**src/rtl/udc_pkg.sv**
```systemverilog
package udc_pkg;

  // Operation chosen for the count register on a given system cycle
  typedef enum logic [2:0] {
    OP_HOLD,
    OP_CLEAR,
    OP_LOAD,
    OP_INC,
    OP_DEC
  } cnt_op_e;

  // Bundle of the four asynchronous control strobes
  typedef struct packed {
    logic clear;
    logic load_n;
    logic dn;
    logic up;
  } strobe_t;

  // Idle values: clear inactive, load inactive, both count strobes high
  localparam strobe_t STROBE_IDLE = '{clear: 1'b0, load_n: 1'b1, dn: 1'b1, up: 1'b1};

  // Highest value of the count sequence
  function automatic int unsigned term_max(input bit decade, input int unsigned width);
    if (decade) begin
      return 32'd9;
    end
    return (32'd1 << width) - 32'd1;
  endfunction

endpackage

```
**src/rtl/udc_sync.sv**
```systemverilog
// Multi-stage level synchronizer for a bundle of asynchronous inputs
module udc_sync #(
  parameter int unsigned W       = 4,
  parameter int unsigned STAGES  = 2,
  parameter logic [W-1:0] RST_VAL = '0
) (
  input  logic         clk,
  input  logic         rst_n,
  input  logic [W-1:0] d,
  output logic [W-1:0] q
);
  logic [STAGES-1:0][W-1:0] stg;

  always_ff @(posedge clk or negedge rst_n) begin
    if (!rst_n) begin
      for (int i = 0; i < STAGES; i++) begin
        stg[i] <= RST_VAL;
      end
    end else begin
      stg[0] <= d;
      for (int i = 1; i < STAGES; i++) begin
        stg[i] <= stg[i-1];
      end
    end
  end

  assign q = stg[STAGES-1];
endmodule

```
**src/rtl/udc_edge.sv**
```systemverilog
// Rising-edge detector on synchronized strobe levels
module udc_edge #(
  parameter int unsigned W = 2
) (
  input  logic         clk,
  input  logic         rst_n,
  input  logic [W-1:0] lvl,
  output logic [W-1:0] rise
);
  logic [W-1:0] prev;

  always_ff @(posedge clk or negedge rst_n) begin
    if (!rst_n) begin
      prev <= '1;
    end else begin
      prev <= lvl;
    end
  end

  assign rise = lvl & ~prev;
endmodule

```
**src/rtl/udc_core.sv**
```systemverilog
// Count register with priority decode of clear, load and strobe edges
module udc_core
  import udc_pkg::*;
#(
  parameter int unsigned WIDTH = 4,
  parameter int unsigned MAXV  = 9
) (
  input  logic             clk,
  input  logic             rst_n,
  input  logic             clear,
  input  logic             load_n,
  input  logic             up_rise,
  input  logic             dn_rise,
  input  logic [WIDTH-1:0] preset,
  output logic [WIDTH-1:0] count
);
  localparam logic [WIDTH-1:0] MAX_C = WIDTH'(MAXV);
  localparam logic [WIDTH-1:0] ONE_C = WIDTH'(1);

  cnt_op_e          op;
  logic [WIDTH-1:0] nxt;

  always_comb begin
    if (clear) begin
      op = OP_CLEAR;
    end else if (!load_n) begin
      op = OP_LOAD;
    end else if (up_rise && !dn_rise) begin
      op = OP_INC;
    end else if (dn_rise && !up_rise) begin
      op = OP_DEC;
    end else begin
      op = OP_HOLD;
    end
  end

  always_comb begin
    case (op)
      OP_CLEAR: nxt = '0;
      OP_LOAD:  nxt = preset;
      OP_INC:   nxt = (count >= MAX_C) ? '0 : count + ONE_C;
      OP_DEC:   nxt = (count == '0) ? MAX_C : count - ONE_C;
      default:  nxt = count;
    endcase
  end

  always_ff @(posedge clk or negedge rst_n) begin
    if (!rst_n) begin
      count <= '0;
    end else begin
      count <= nxt;
    end
  end
endmodule

```
**src/rtl/udc_term.sv**
```systemverilog
// Terminal-count outputs that repeat the low phase of the active strobe
module udc_term #(
  parameter int unsigned WIDTH = 4,
  parameter int unsigned MAXV  = 9
) (
  input  logic [WIDTH-1:0] count,
  input  logic             up_lvl,
  input  logic             dn_lvl,
  output logic             carry_n,
  output logic             borrow_n
);
  localparam logic [WIDTH-1:0] MAX_C = WIDTH'(MAXV);

  logic at_top;
  logic at_zero;

  assign at_top   = (count == MAX_C);
  assign at_zero  = (count == '0);
  assign carry_n  = ~(at_top & ~up_lvl);
  assign borrow_n = ~(at_zero & ~dn_lvl);
endmodule

```
**src/rtl/udc_counter.sv**
```systemverilog
// Dual-strobe presettable reversible counter, decade or binary sequence
module udc_counter
  import udc_pkg::*;
#(
  parameter int unsigned WIDTH       = 4,
  parameter bit          DECADE      = 1'b1,
  parameter int unsigned SYNC_STAGES = 2
) (
  input  logic             clk,
  input  logic             rst_n,
  input  logic             up_clk_i,
  input  logic             dn_clk_i,
  input  logic             load_n_i,
  input  logic             clear_i,
  input  logic [WIDTH-1:0] preset_i,
  output logic [WIDTH-1:0] count_o,
  output logic             carry_n_o,
  output logic             borrow_n_o
);
  localparam int unsigned MAXV = term_max(DECADE, WIDTH);

  strobe_t    raw_s;
  strobe_t    syn_s;
  logic       clr_s;
  logic       ld_n_s;
  logic       up_s;
  logic       dn_s;
  logic [1:0] rise_v;
  logic       up_rise;
  logic       dn_rise;

  assign raw_s = '{clear: clear_i, load_n: load_n_i, dn: dn_clk_i, up: up_clk_i};

  udc_sync #(
    .W      ($bits(strobe_t)),
    .STAGES (SYNC_STAGES),
    .RST_VAL(STROBE_IDLE)
  ) u_sync (
    .clk  (clk),
    .rst_n(rst_n),
    .d    (raw_s),
    .q    (syn_s)
  );

  assign clr_s  = syn_s.clear;
  assign ld_n_s = syn_s.load_n;
  assign up_s   = syn_s.up;
  assign dn_s   = syn_s.dn;

  udc_edge #(
    .W(2)
  ) u_edge (
    .clk  (clk),
    .rst_n(rst_n),
    .lvl  ({dn_s, up_s}),
    .rise (rise_v)
  );

  assign up_rise = rise_v[0];
  assign dn_rise = rise_v[1];

  udc_core #(
    .WIDTH(WIDTH),
    .MAXV (MAXV)
  ) u_core (
    .clk    (clk),
    .rst_n  (rst_n),
    .clear  (clr_s),
    .load_n (ld_n_s),
    .up_rise(up_rise),
    .dn_rise(dn_rise),
    .preset (preset_i),
    .count  (count_o)
  );

  udc_term #(
    .WIDTH(WIDTH),
    .MAXV (MAXV)
  ) u_term (
    .count   (count_o),
    .up_lvl  (up_s),
    .dn_lvl  (dn_s),
    .carry_n (carry_n_o),
    .borrow_n(borrow_n_o)
  );
endmodule

```
**config.mk**
```make
export PLATFORM = sky130hd
export DESIGN_NAME = udc_counter
export DESIGN_NICKNAME = d
export VERILOG_FILES = /design/src/rtl/udc_pkg.sv /design/src/rtl/udc_sync.sv /design/src/rtl/udc_edge.sv /design/src/rtl/udc_core.sv /design/src/rtl/udc_term.sv /design/src/rtl/udc_counter.sv
export SDC_FILE = /design/constraint.sdc
export NUM_CORES = 1
export LEC_CHECK = 0
export ABC_AREA = 0
export BUFFER_PORTS_ARGS = -buffer_cell sky130_fd_sc_hd__buf_2
export CELL_PAD_IN_SITES_DETAIL_PLACEMENT = 1
export CELL_PAD_IN_SITES_GLOBAL_PLACEMENT = 1
export CORE_UTILIZATION = 23
export CTS_BUF_LIST = sky130_fd_sc_hd__clkbuf_8
export DETAILED_ROUTE_END_ITERATION = 6
export GPL_TIMING_DRIVEN = 0
export PLACE_DENSITY = 0.49
export SLEW_MARGIN = 20
export SYNTH_ARGS = -nofsm -noshare
export SYNTH_HDL_FRONTEND = slang
export SYNTH_SLANG_ARGS = --single-unit
```
**constraint.sdc**
```tcl
create_clock -name clk -period 1.95 [get_ports clk]
set_input_delay 0.0975 -clock clk [delete_from_list [all_inputs] [get_ports clk]]
set_output_delay 0.0975 -clock clk [all_outputs]
set_load 0.01 [all_outputs]
```
# Word-level counts from Yosys, hierarchy flattened
# Index checks and enable logic that the tools add are counted.
[word_totals]
ff_bits = 14
out_inout_bits = 6
wordCells = 33
in_bits = 10
[op_classes]
addsub = 2
bitwise_logic = 8
n_eq_ne = 5
reduce_logical = 6
magnitude_cmp = 1
mux = 7
[op_table]
columns = ["cell", "count"]
rows = [
  ["4-bit case mux with 4 select lines", 1],
  ["3-bit 2-to-1 mux", 4],
  ["4-bit 2-to-1 mux", 2],
  ["3-bit by 2-bit == test with 1-bit output (second input constant)", 2],
  ["4-bit by 1-bit adder with 4-bit output (second input constant)", 1],
  ["4-bit == test (second input constant)", 1],
  ["4-bit >= comparator (second input constant)", 1],
  ["4-bit logical NOT", 1],
  ["1-bit inverter", 4],
  ["4-bit nonzero test", 1],
  ["4-bit by 1-bit subtractor with 4-bit output (second input constant)", 1],
  ["3-bit by 1-bit == test with 1-bit output (second input constant)", 1],
  ["3-bit == test (second input constant)", 1],
  ["1-bit AND", 2],
  ["2-bit AND", 1],
  ["1-bit logical AND", 2],
  ["1-bit logical NOT", 2],
  ["2-bit inverter", 1],
]

# Depth between registers and ports, before layout
# Gate-level depths: netlist (run 1).
[logic_depth]
depth_word = 10
mapped_depth = 6
ltp_nobuf = 6

# Cells and area by module
# Synthesis (run 1) repeated with hierarchy kept, for this count alone.
[hier_totals]
cells_unflattened = 63
hier_area_um2 = 744.5
[by_module_without_submodules]
columns = ["mod", "seq_area_each_um2", "area_per_inst_um2", "instances", "cells_per_inst"]
rows = [
  ["udc_core", 100.1, 405.4, 1, 43],
  ["udc_sync", 207.7, 237.7, 1, 12],
  ["udc_edge", 52.6, 80.1, 1, 4],
  ["udc_term", 0.0, 21.3, 1, 4],
]

# Least setup slack after synthesis (run 1)
# No wires, ideal clock.
[synth_timing]
path_type = "register to register"
startpoint = "register u_core.count[0]"
endpoint = "register u_core.count[2]"
setup_slack_ns = 0.099
arrival_ns = 1.781
stages_incl_launch_ff = 7
required_time_ns = 1.879
synth_period_minus_slack_ns = 1.851
setup_ns = 0.071
path_cell_list = "dfrtp_1 inv_1 ha_1 or3b_4 a2111oi_4 nand3b_1 nand4_1"
[synth_via]
elab_chain_len = 3
elab_cells_between_ends = 7
[synth_lines]
columns = ["item", "line_no", "rtl"]
rows = [
  ["start, declared", "udc_core.sv:15", "output logic [WIDTH-1:0] count"],
  ["start signal, assigned", "udc_core.sv:51", "count <= nxt;"],
  ["4-bit by 1-bit subtractor with 4-bit output (tied with other cells)", "udc_core.sv:42", "OP_DEC: nxt = (count == '0) ? MAX_C : count - ONE_C;"],
  ["4-bit 2-to-1 mux (on tied branches)", "udc_core.sv:42, udc_core.sv:41", ""],
  ["4-bit case mux with 4 select lines *", "udc_core.sv:38", "case (op)"],
]
# Mark *: on every way between the ends. The rest lies on a longest branch, timed or not.
# A chain may end at the register's enable or synchronous reset.

# Final worst setup path (run 1)
# Same ends and word-level chain as after synthesis.

==> qor.yml, run 1 <==
final_layout:
  num-fill-cells: 313
  stdcell_area_sq_um: 965
  multi_input_area_sq_um: 333
  antenna_cells: 0
  drive_above_1_share_pct: 44.3
  synthToLayoutAreaGrowth_pct: 37.2
  nets: 102
  seqCellArea_sq_um: 363
  final_common_cell: "buf_2"
  final_cell_mix: "15 x buf_2, 8 x dfstp_2, 5 x dlygate4sd3_1, 5 x buf_4"
floorplanning:
  die_height_um: 57.3
  ios: 16
  dieArea_sq_um: 3280
  rows: 19
  initial_core_util_pct: 24.9
  core_area_sq_um: 2830
  fp.dieW_um: 57.3
worst_setup_path:
  endpoint_kind: "flip-flop"
  worst-setup-path-type: "flip-flop to flip-flop"
  worstPathMaxFanout: 6
  slowest_delay_ns: 0.45
  crit_chain: "inv_2 -> ha_4 -> or3b_4 -> a2111oi_4 -> nand3b_1 -> nand4_1"
  setup.worst_path.start_class: "flip-flop"
  cp.required_ns: 2.13
  slowest_stage: "a2111oi_4"
  arrival_ns: 2.00
drt:
  avgRoutedWirePerCell_um: 13.3
  via_per_inst: 4.72
  drt-total-wl_mm: 1.59
  detailedRoute.firstPassIterationCount: 6
  postRouteAntennaNets: 0
  drtIter0Drc: 14
  drcViolationCount: 4
  vias: 562
global_route:
  grt_pass1_wl_mm: 2.75
  overflow: 0
  antenna_found_initial: 0
  grt_max_degree: 15
  grt_pass1_vias: 601
  grt.total_usage_pct: 11.3
timing:
  slew_viol_final: 0
  post-route-period-util_pct: 93.6
  relSlewSlack_pct: 71.5
  hold_violations: 0
  finalWorstSetupSlack_ns: 0.126
  skew_ns: 0.00283
  tightestPinTransition_ns: 0.427
  period_minus_slack_ns: 1.82
  finalSetupTns_ns: 0
  fmax_ghz: 0.548
  setup_viol: 0
synth:
  ys_seq_area_share_pct: 51.2
  synthCells: 59
  ys_warn_count: 0
  syn_nets: 72
  synthDistinctLibCells: 29
  synth-main-ff-cell: "dfstp_2"
  ys_async_sr_fraction_pct: 100
  synth_area_sq_um: 703
  synth.avg_cell_area_sq_um: 11.9
  synth-seq-cells: 14
  synth_edf_count: 0
clock_network:
  cts.path.max_buffers: 2
  numCtsBuffers: 3
  cts_tree: "built"
  cts.clk_slew.worst_paths_ns: 0.06
  cts.sinks: 14
  htreeDepth: 1
  clk_latency_ns: 0.25
  root_buffer: "clkbuf_8"
place:
  portBuffers: 15
  dpl.hpwl_mm: 1.16
  dp_worst_setup_slack_ns: -0.0834
  place_area_sq_um: 817
  gp_congestion: 0.759
run_status:
  violations: "design-rule violations"
  status: "complete, but fails checks"
pwr:
  p_leak_nw: 0.418
  ir_drop_v: 0.000362
  p_per_area_nw_per_um2: 739
job:
  drv_cap: 0
worst_hold_path:
  hold_path_class: "input pin to flip-flop"
==> critical path, delay by kind of cell, from the launching register on <==
family,cells,cell delay [ns]
adder cells (fa/ha/maj),1,0.16
flip-flops,1,0.43
buffers and inverters,1,0.09
AND/OR/NAND/NOR,3,0.63
AO/OA/AOI/OAI,1,0.45
==> timing repair <==
action                                  in CTS  in global routing
setup buffers                                0                  5
pin swaps                                    1                  1
endpoints found under the setup margin       3                  3
hold buffers                                 5                  0
hold endpoints to repair                    10                  0
gates resized for setup                      2                  3
==> per-layer routing <==
metal / routed length [um] / global-route usage (%)
met3: 78 / 2.72
met5: 0 / 0
met1: 796 / 14.5
met4: 36 / 6.27
met2: 674 / 17.5
==> path summary, 6_finish.rpt <==
check,start,end,slack [ns],cells past startpoint
min in group asynchronous,rst_n,u_sync.stg[3]$_DFF_PN0_,0.27,2
max reg2reg,u_core.count[0]$_DFFE_PN0P_,u_core.count[2]$_DFFE_PN0P_,0.13,6
min reg2reg,u_sync.stg[3]$_DFF_PN0_,u_sync.q[3]$_DFF_PN0_,0.35,0
min,preset_i[1],u_core.count[1]$_DFFE_PN0P_,0.07,3
max,u_core.count[0]$_DFFE_PN0P_,u_core.count[2]$_DFFE_PN0P_,0.13,6
max in group asynchronous,rst_n,u_edge.prev[0]$_DFF_PN1_,1.39,2
==> state kept, by name, summed over array words and instances (netlist names) <==
signal        cells
u_edge.prev       2
u_sync.stg        4
u_sync.q          4
u_core.count      4
==> per-stage QoR <==
step / std cells / power, mW / hold slack [ns] / util, %
after global routing: 119 / 0.755 / 0.0705 / 34.1
after global placement: 105 / 0.448 / 0.00781 / 28.9
after CTS: 114 / 0.704 / 0.0674 / 32.4
after detailed placement: 105 / 0.449 / 0.00925 / 28.9
final: 119 / 0.713 / 0.0663 / 34.1
after floorplan: 59 / 0.405 / -0.198 / -
==> cells in the mapped netlist (2+ instances only) <==
library cell  instances  area share (%)
nand2b_1              3             2.7
nand2_1               3             1.6
nand4_1               2             1.8
nand3_1               4             2.8
a2bb2oi_1             2             2.5
dfstp_2               8              30
nand3b_1              3             3.2
and2b_1               2             2.1
inv_1                 3             1.6
dfrtp_1               6              21
ha_1                  3             5.3
nor2_1                3             1.6
==> where the power goes <==
part           total [mW]  internal [mW]  leakage, nW  switching [mW]
sequential          0.329          0.316        0.157          0.0130
combinational       0.143         0.0738        0.233          0.0694
clock               0.241          0.139       0.0269           0.102
==> cell type report <==
class / instances / area share (%)
timing repair buffer: 25 / 16.9
clock inverter: 1 / 0.389
sequential: 14 / 37.6
multi-input combinational: 41 / 34.5
tap: 31 / 4.02
buffer: 1 / 1.17
inverter: 3 / 1.17
clock buffer: 3 / 4.28
==> kinds of logic after synthesis <==
kind of cell / Yosys count / synth area share [%]
and+or+nand+nor: 27 / 24.4
DFF: 14 / 51.2
AOI/OAI and AO/OA: 9 / 13.2
buffers and inverters: 4 / 3.20
adders and majority gates: 3 / 5.34
xor gates and xnor gates: 1 / 1.25
muxes: 1 / 1.42
(Power assumes the default switching activity.)
==> run 2, diff against run 1 <==
--- a/config.mk
+++ b/config.mk
@@ -6,7 +6,7 @@
 export NUM_CORES = 1
 export LEC_CHECK = 0
 export ABC_AREA = 0
-export BUFFER_PORTS_ARGS = -buffer_cell sky130_fd_sc_hd__buf_2
+export BUFFER_PORTS_ARGS = -buffer_cell sky130_fd_sc_hd__clkbuf_2
 export CELL_PAD_IN_SITES_DETAIL_PLACEMENT = 1
 export CELL_PAD_IN_SITES_GLOBAL_PLACEMENT = 1
 export CORE_UTILIZATION = 23
==> run 2 against run 1 <==
The flow still finishes with violations (design-rule violations); design area down 1.6%; core utilization down 0.53 points; clock power down 2%; register-to-register slack worse by 0.03 ns; non-clock buffer count down 2; fmax down 1.4%; combinational power down 5%; die area unchanged; clock skew up 0.0018 ns; wire length down 2.1%.
==> qor.yml, run 2 (synthesis gave the netlist of run 1 again) <==
timing:
  skew_ns: 0.00458
  relSlewSlack_pct: 72.9
  rsz0062_at_grt: "false"
  setup_viol: 0
  hold_violations: 0
  period_minus_slack_ns: 1.85
  post-route-period-util_pct: 94.9
  tightestPinTransition_ns: 0.405
  worst_hold_slack_ns: 0.0617
  finalWorstSetupSlack_ns: 0.0990
  slew_viol_final: 0
  fmax_ghz: 0.540
floorplanning:
  initial_core_util_pct: 24.9
  ios: 16
  dieArea_sq_um: 3280
  die_height_um: 57.3
  rows: 19
  fp.dieW_um: 57.3
  core_area_sq_um: 2830
clock_network:
  clk_latency_ns: 0.24
  root_buffer: "clkbuf_8"
  htreeDepth: 1
  cts.sinks: 14
  cts.path.max_buffers: 2
  cts.clk_slew.worst_paths_ns: 0.06
  numCtsBuffers: 3
  cts_tree: "built"
run_status:
  status: "complete, but fails checks"
  violations: "design-rule violations"
worst_setup_path:
  cp.required_ns: 2.12
  worstPathMaxFanout: 6
  rrSetupSlack_ns: 0.1
  worst-setup-path-type: "flip-flop to flip-flop"
  setup.worst_path.start_class: "flip-flop"
  arrival_ns: 2.03
  endpoint_kind: "flip-flop"
global_route:
  grt_pass1_wl_mm: 2.66
  antenna_found_initial: 0
  grt.total_usage_pct: 10.9
  overflow: 0
  grt_max_degree: 15
  grt_pass1_vias: 603
drt:
  postRouteAntennaNets: 0
  vias: 542
  detailedRoute.firstPassIterationCount: 7
  wl_met3_um: 46
  drt-total-wl_mm: 1.55
  dr_wl_met2_um: 710
  wl_met1_um: 782
  drtIter0Drc: 15
  avgRoutedWirePerCell_um: 13.3
  drcViolationCount: 2
  highest_layer: "met4"
  via_per_inst: 4.63
pwr:
  p_leak_nw: 0.409
  p_per_area_nw_per_um2: 739
  ir_drop_v: 0.000366
final_layout:
  drive_above_1_share_pct: 44.2
  synthToLayoutAreaGrowth_pct: 35.1
  stdcell_area_sq_um: 950
  antenna_cells: 0
  nets: 100
  final_common_cell: "clkbuf_2"
  num-fill-cells: 319
  final_cell_mix: "15 x clkbuf_2, 8 x dfstp_2, 5 x dlygate4sd3_1"
place:
  dp_worst_setup_slack_ns: -0.131
  gp_congestion: 0.760
  portBuffers: 15
  place_area_sq_um: 817
  dpl.hpwl_mm: 1.20
worst_hold_path:
  hold_path_class: "input pin to flip-flop"
job:
  drv_cap: 0
-- run 2: cell types whose count changed in the layout (fill, tap and decap cells not counted), sizes merged --
cell    previous run  this run
buf               21         4
clkbuf             3        18
-- run 2: worst paths after layout --
path / startpoint / end / depth (start not counted)
min: preset_i[1] / u_core.count[1]$_DFFE_PN0P_ / 3
max in group asynchronous: rst_n / u_sync.q[0]$_DFF_PN1_ / 2
max reg2reg: u_core.count[0]$_DFFE_PN0P_ / u_core.count[2]$_DFFE_PN0P_ / 6
min in group asynchronous: rst_n / u_sync.q[3]$_DFF_PN0_ / 2
min reg2reg: u_sync.stg[3]$_DFF_PN0_ / u_sync.q[3]$_DFF_PN0_ / 0
max: u_core.count[0]$_DFFE_PN0P_ / u_core.count[2]$_DFFE_PN0P_ / 6
-- run 2: final cells by class --
cell class / instances / area (sq um) / area share (%)
buffer: 1 / 11.3 / 1.19
clock buffer: 3 / 41.3 / 4.35
clock inverter: 1 / 3.75 / 0.395
inverter: 3 / 11.3 / 1.19
multi-input combinational: 41 / 333 / 35.0
sequential: 14 / 363 / 38.2
tap: 31 / 38.8 / 4.08
timing repair buffer: 23 / 148 / 15.5
-- run 2: what timing repair did --
action / 4_1_cts / 5_1_grt
hold endpoints to repair: 10 / 0
gates cloned: 0 / 0
pin swaps: 1 / 1
setup buffers: 0 / 3
hold buffers: 5 / 0
endpoints found under the setup margin: 3 / 3
gates resized for setup: 4 / 2
-- run 2: critical path, stage by stage, from the launching register on --
cell and delay (ns):
dfrtp_2 0.43, inv_2 0.10, ha_4 0.17, or3b_4 0.39, a2111oi_4 0.46, nand3b_1 0.12
nand4_1 0.12
-- run 2: metrics by stage --
stage | TNS (ns) | util (%) | total power [mW] | std cells
global route | 0 | 33.6 | 0.740 | 117
finish | 0 | 33.6 | 0.701 | 117
floorplan | 0 | - | 0.405 | 59
global placement | -0.250 | 28.9 | 0.449 | 105
detailed placement | -0.299 | 28.9 | 0.449 | 105
CTS | 0 | 32.8 | 0.709 | 114
-- run 2: report_power, final --
group	internal, mW	total [mW]	switching [mW]
logic	0.0680	0.136	0.0682
clock network	0.139	0.236	0.0973
registers	0.316	0.329	0.0133
total	0.523	0.701	0.179
-- run 2: layer usage --
layer / global-route usage (%) / vias to the layer above
met4: 5.57 / 0
met3: 2.27 / 2
met1: 14.1 / 256
met5: 0 / -
met2: 17.1 / 14
li1: - / 270
==> run 3, diff against run 2 <==
==> constraint.sdc (replaced) <==
create_clock -name clk -period 2.1 [get_ports clk]
set_input_delay 0.105 -clock clk [delete_from_list [all_inputs] [get_ports clk]]
set_output_delay 0.105 -clock clk [all_outputs]
set_load 0.01 [all_outputs]
==> run 3 against run 2 <==
The flow still finishes with violations (design-rule violations); flip-flop and latch count unchanged; core utilization down 1.2 points; cell count down 2.6%; sequential power down 6.4%; critical endpoint unchanged; largest power group unchanged.
==> qor.yml, run 3 (synthesis gave the netlist of run 1 again) <==
clock_network:
  cts_tree: "built"
  post-cts-setup-buffer-count: 0
  numCtsBuffers: 3
  htreeDepth: 1
  cts.sinks: 14
  cts.path.max_buffers: 2
  root_buffer: "clkbuf_8"
  clk_latency_ns: 0.24
  cts.clk_slew.worst_paths_ns: 0.06
worst_setup_path:
  arrival_ns: 2.13
  critical-path-top-delay-family: "simple AND/OR/NAND/NOR gates"
  endpoint_kind: "flip-flop"
  cp.required_ns: 2.27
  critical_path_buf_inv_count: 1
  rrSetupSlack_ns: 0.14
  slowest_stage: "dfrtp_1"
  crit_chain: "inv_1 -> ha_2 -> or3b_4 -> a2111oi_4 -> nand3b_1 -> nand4_1"
  worst-setup-path-type: "flip-flop to flip-flop"
  slowest_delay_ns: 0.45
  setup.worst_path.start_class: "flip-flop"
  worstPathMaxFanout: 7
global_route:
  met3_usage_pct: 2.04
  busiest_layer: "met2"
  overflow: 0
  met1_usage_pct: 13.9
  antenna_found_initial: 0
  grt_use_met2_pct: 17.5
  grt.total_usage_pct: 10.8
  grt_pass1_wl_mm: 2.64
  grt_pass1_vias: 602
  grt_max_degree: 15
drt:
  via_per_inst: 4.68
  drcViolationCount: 2
  avgRoutedWirePerCell_um: 13.4
  drt-total-wl_mm: 1.53
  detailedRoute.firstPassIterationCount: 7
  vias: 533
  postRouteAntennaNets: 0
  drtIter0Drc: 14
final_layout:
  synthToLayoutAreaGrowth_pct: 30.1
  fin_util_pct: 32.3
  drive_above_1_share_pct: 37.3
  final_cell_mix: "15 x clkbuf_2, 8 x dfstp_2, 6 x dfrtp_1"
  final_common_cell: "clkbuf_2"
  antenna_cells: 0
  nets: 97
floorplanning:
  fp.dieW_um: 57.3
  core_area_sq_um: 2830
  dieArea_sq_um: 3280
  die_height_um: 57.3
  initial_core_util_pct: 24.9
  ios: 16
  rows: 19
timing:
  tightestPinTransition_ns: 0.406
  setup_viol: 0
  relSlewSlack_pct: 72.9
  fmax_ghz: 0.511
  period_minus_slack_ns: 1.96
  rsz0062_at_grt: "false"
  finalSetupTns_ns: 0
  post-route-period-util_pct: 93.1
  hold_violations: 0
  slew_viol_final: 0
  skew_ns: 0.00343
run_status:
  violations: "design-rule violations"
  status: "complete, but fails checks"
pwr:
  p_per_area_nw_per_um2: 698
  p_leak_nw: 0.395
  ir_drop_v: 0.000381
place:
  portBuffers: 15
  gp_congestion: 0.760
  dpl.hpwl_mm: 1.20
job:
  drv_cap: 0
worst_hold_path:
  hold_path_class: "input pin to flip-flop"
-- run 3: cell types whose count changed in the layout (fill, tap and decap cells not counted), sizes merged --
cell	delta
buf	-3
-- run 3: stage by stage --
stage | power [mW] | cells | hold WS (ns) | area [sq um] | setup WS, ns
6_report | 0.638 | 114 | 0.0750 | 915 | 0.144
3_5_place_dp | 0.417 | 105 | 0.0291 | 817 | 0.0194
2_1_floorplan | 0.376 | 59 | -0.191 | 703 | 0.249
4_1_cts | 0.652 | 114 | 0.0761 | 912 | 0.00609
5_1_grt | 0.675 | 114 | 0.0838 | 915 | 0.0241
3_3_place_gp | 0.417 | 105 | 0.0260 | 817 | 0.0468
-- run 3: routing by layer --
layer / share of wire (%) / up-vias / wire length (um)
met1: 50 / 253 / 771
met3: 3.0 / 2 / 46
li1: - / 264 / -
met4: 0.92 / 0 / 14
met5: 0 / - / 0
met2: 45 / 14 / 695
-- run 3: worst paths after layout --
path | depth (start not counted) | from | end
min in group asynchronous | 2 | rst_n | u_sync.q[3]$_DFF_PN0_
setup reg to reg | 6 | u_core.count[0]$_DFFE_PN0P_ | u_core.count[2]$_DFFE_PN0P_
hold reg to reg | 0 | u_sync.stg[2]$_DFF_PN1_ | u_sync.q[2]$_DFF_PN1_
setup / recovery | 6 | u_core.count[0]$_DFFE_PN0P_ | u_core.count[2]$_DFFE_PN0P_
max in group asynchronous | 2 | rst_n | u_sync.q[0]$_DFF_PN1_
hold / removal | 3 | preset_i[1] | u_core.count[1]$_DFFE_PN0P_
-- run 3: area by class of cell --
cell class | instances | area (sq um)
clock inverters | 1 | 3.75
fillers | 317 | 1910
inverters | 3 | 11.3
multi-input cells | 41 | 323
repair buffers | 20 | 125
well taps | 31 | 38.8
plain buffers | 1 | 11.3
flip-flops and latches | 14 | 360
clock buffers | 3 | 41.3
-- run 3: report_power, final --
part           internal (mW)  switching, mW
Combinational         0.0544         0.0576
Clock                  0.129         0.0896
Sequential             0.292         0.0152
-- run 3: tightest hold or removal path, stage by stage --
cell and delay, ns:
clkbuf_2 0.08, nand2_1 0.04, nand4_1 0.06
-- run 3: timing repair --
item | 4_1_cts | 5_1_grt
setup endpoints to repair | 0 | 3
resized for setup | 0 | 1
endpoints found under the hold margin | 10 | 0
hold buffers | 5 | 0
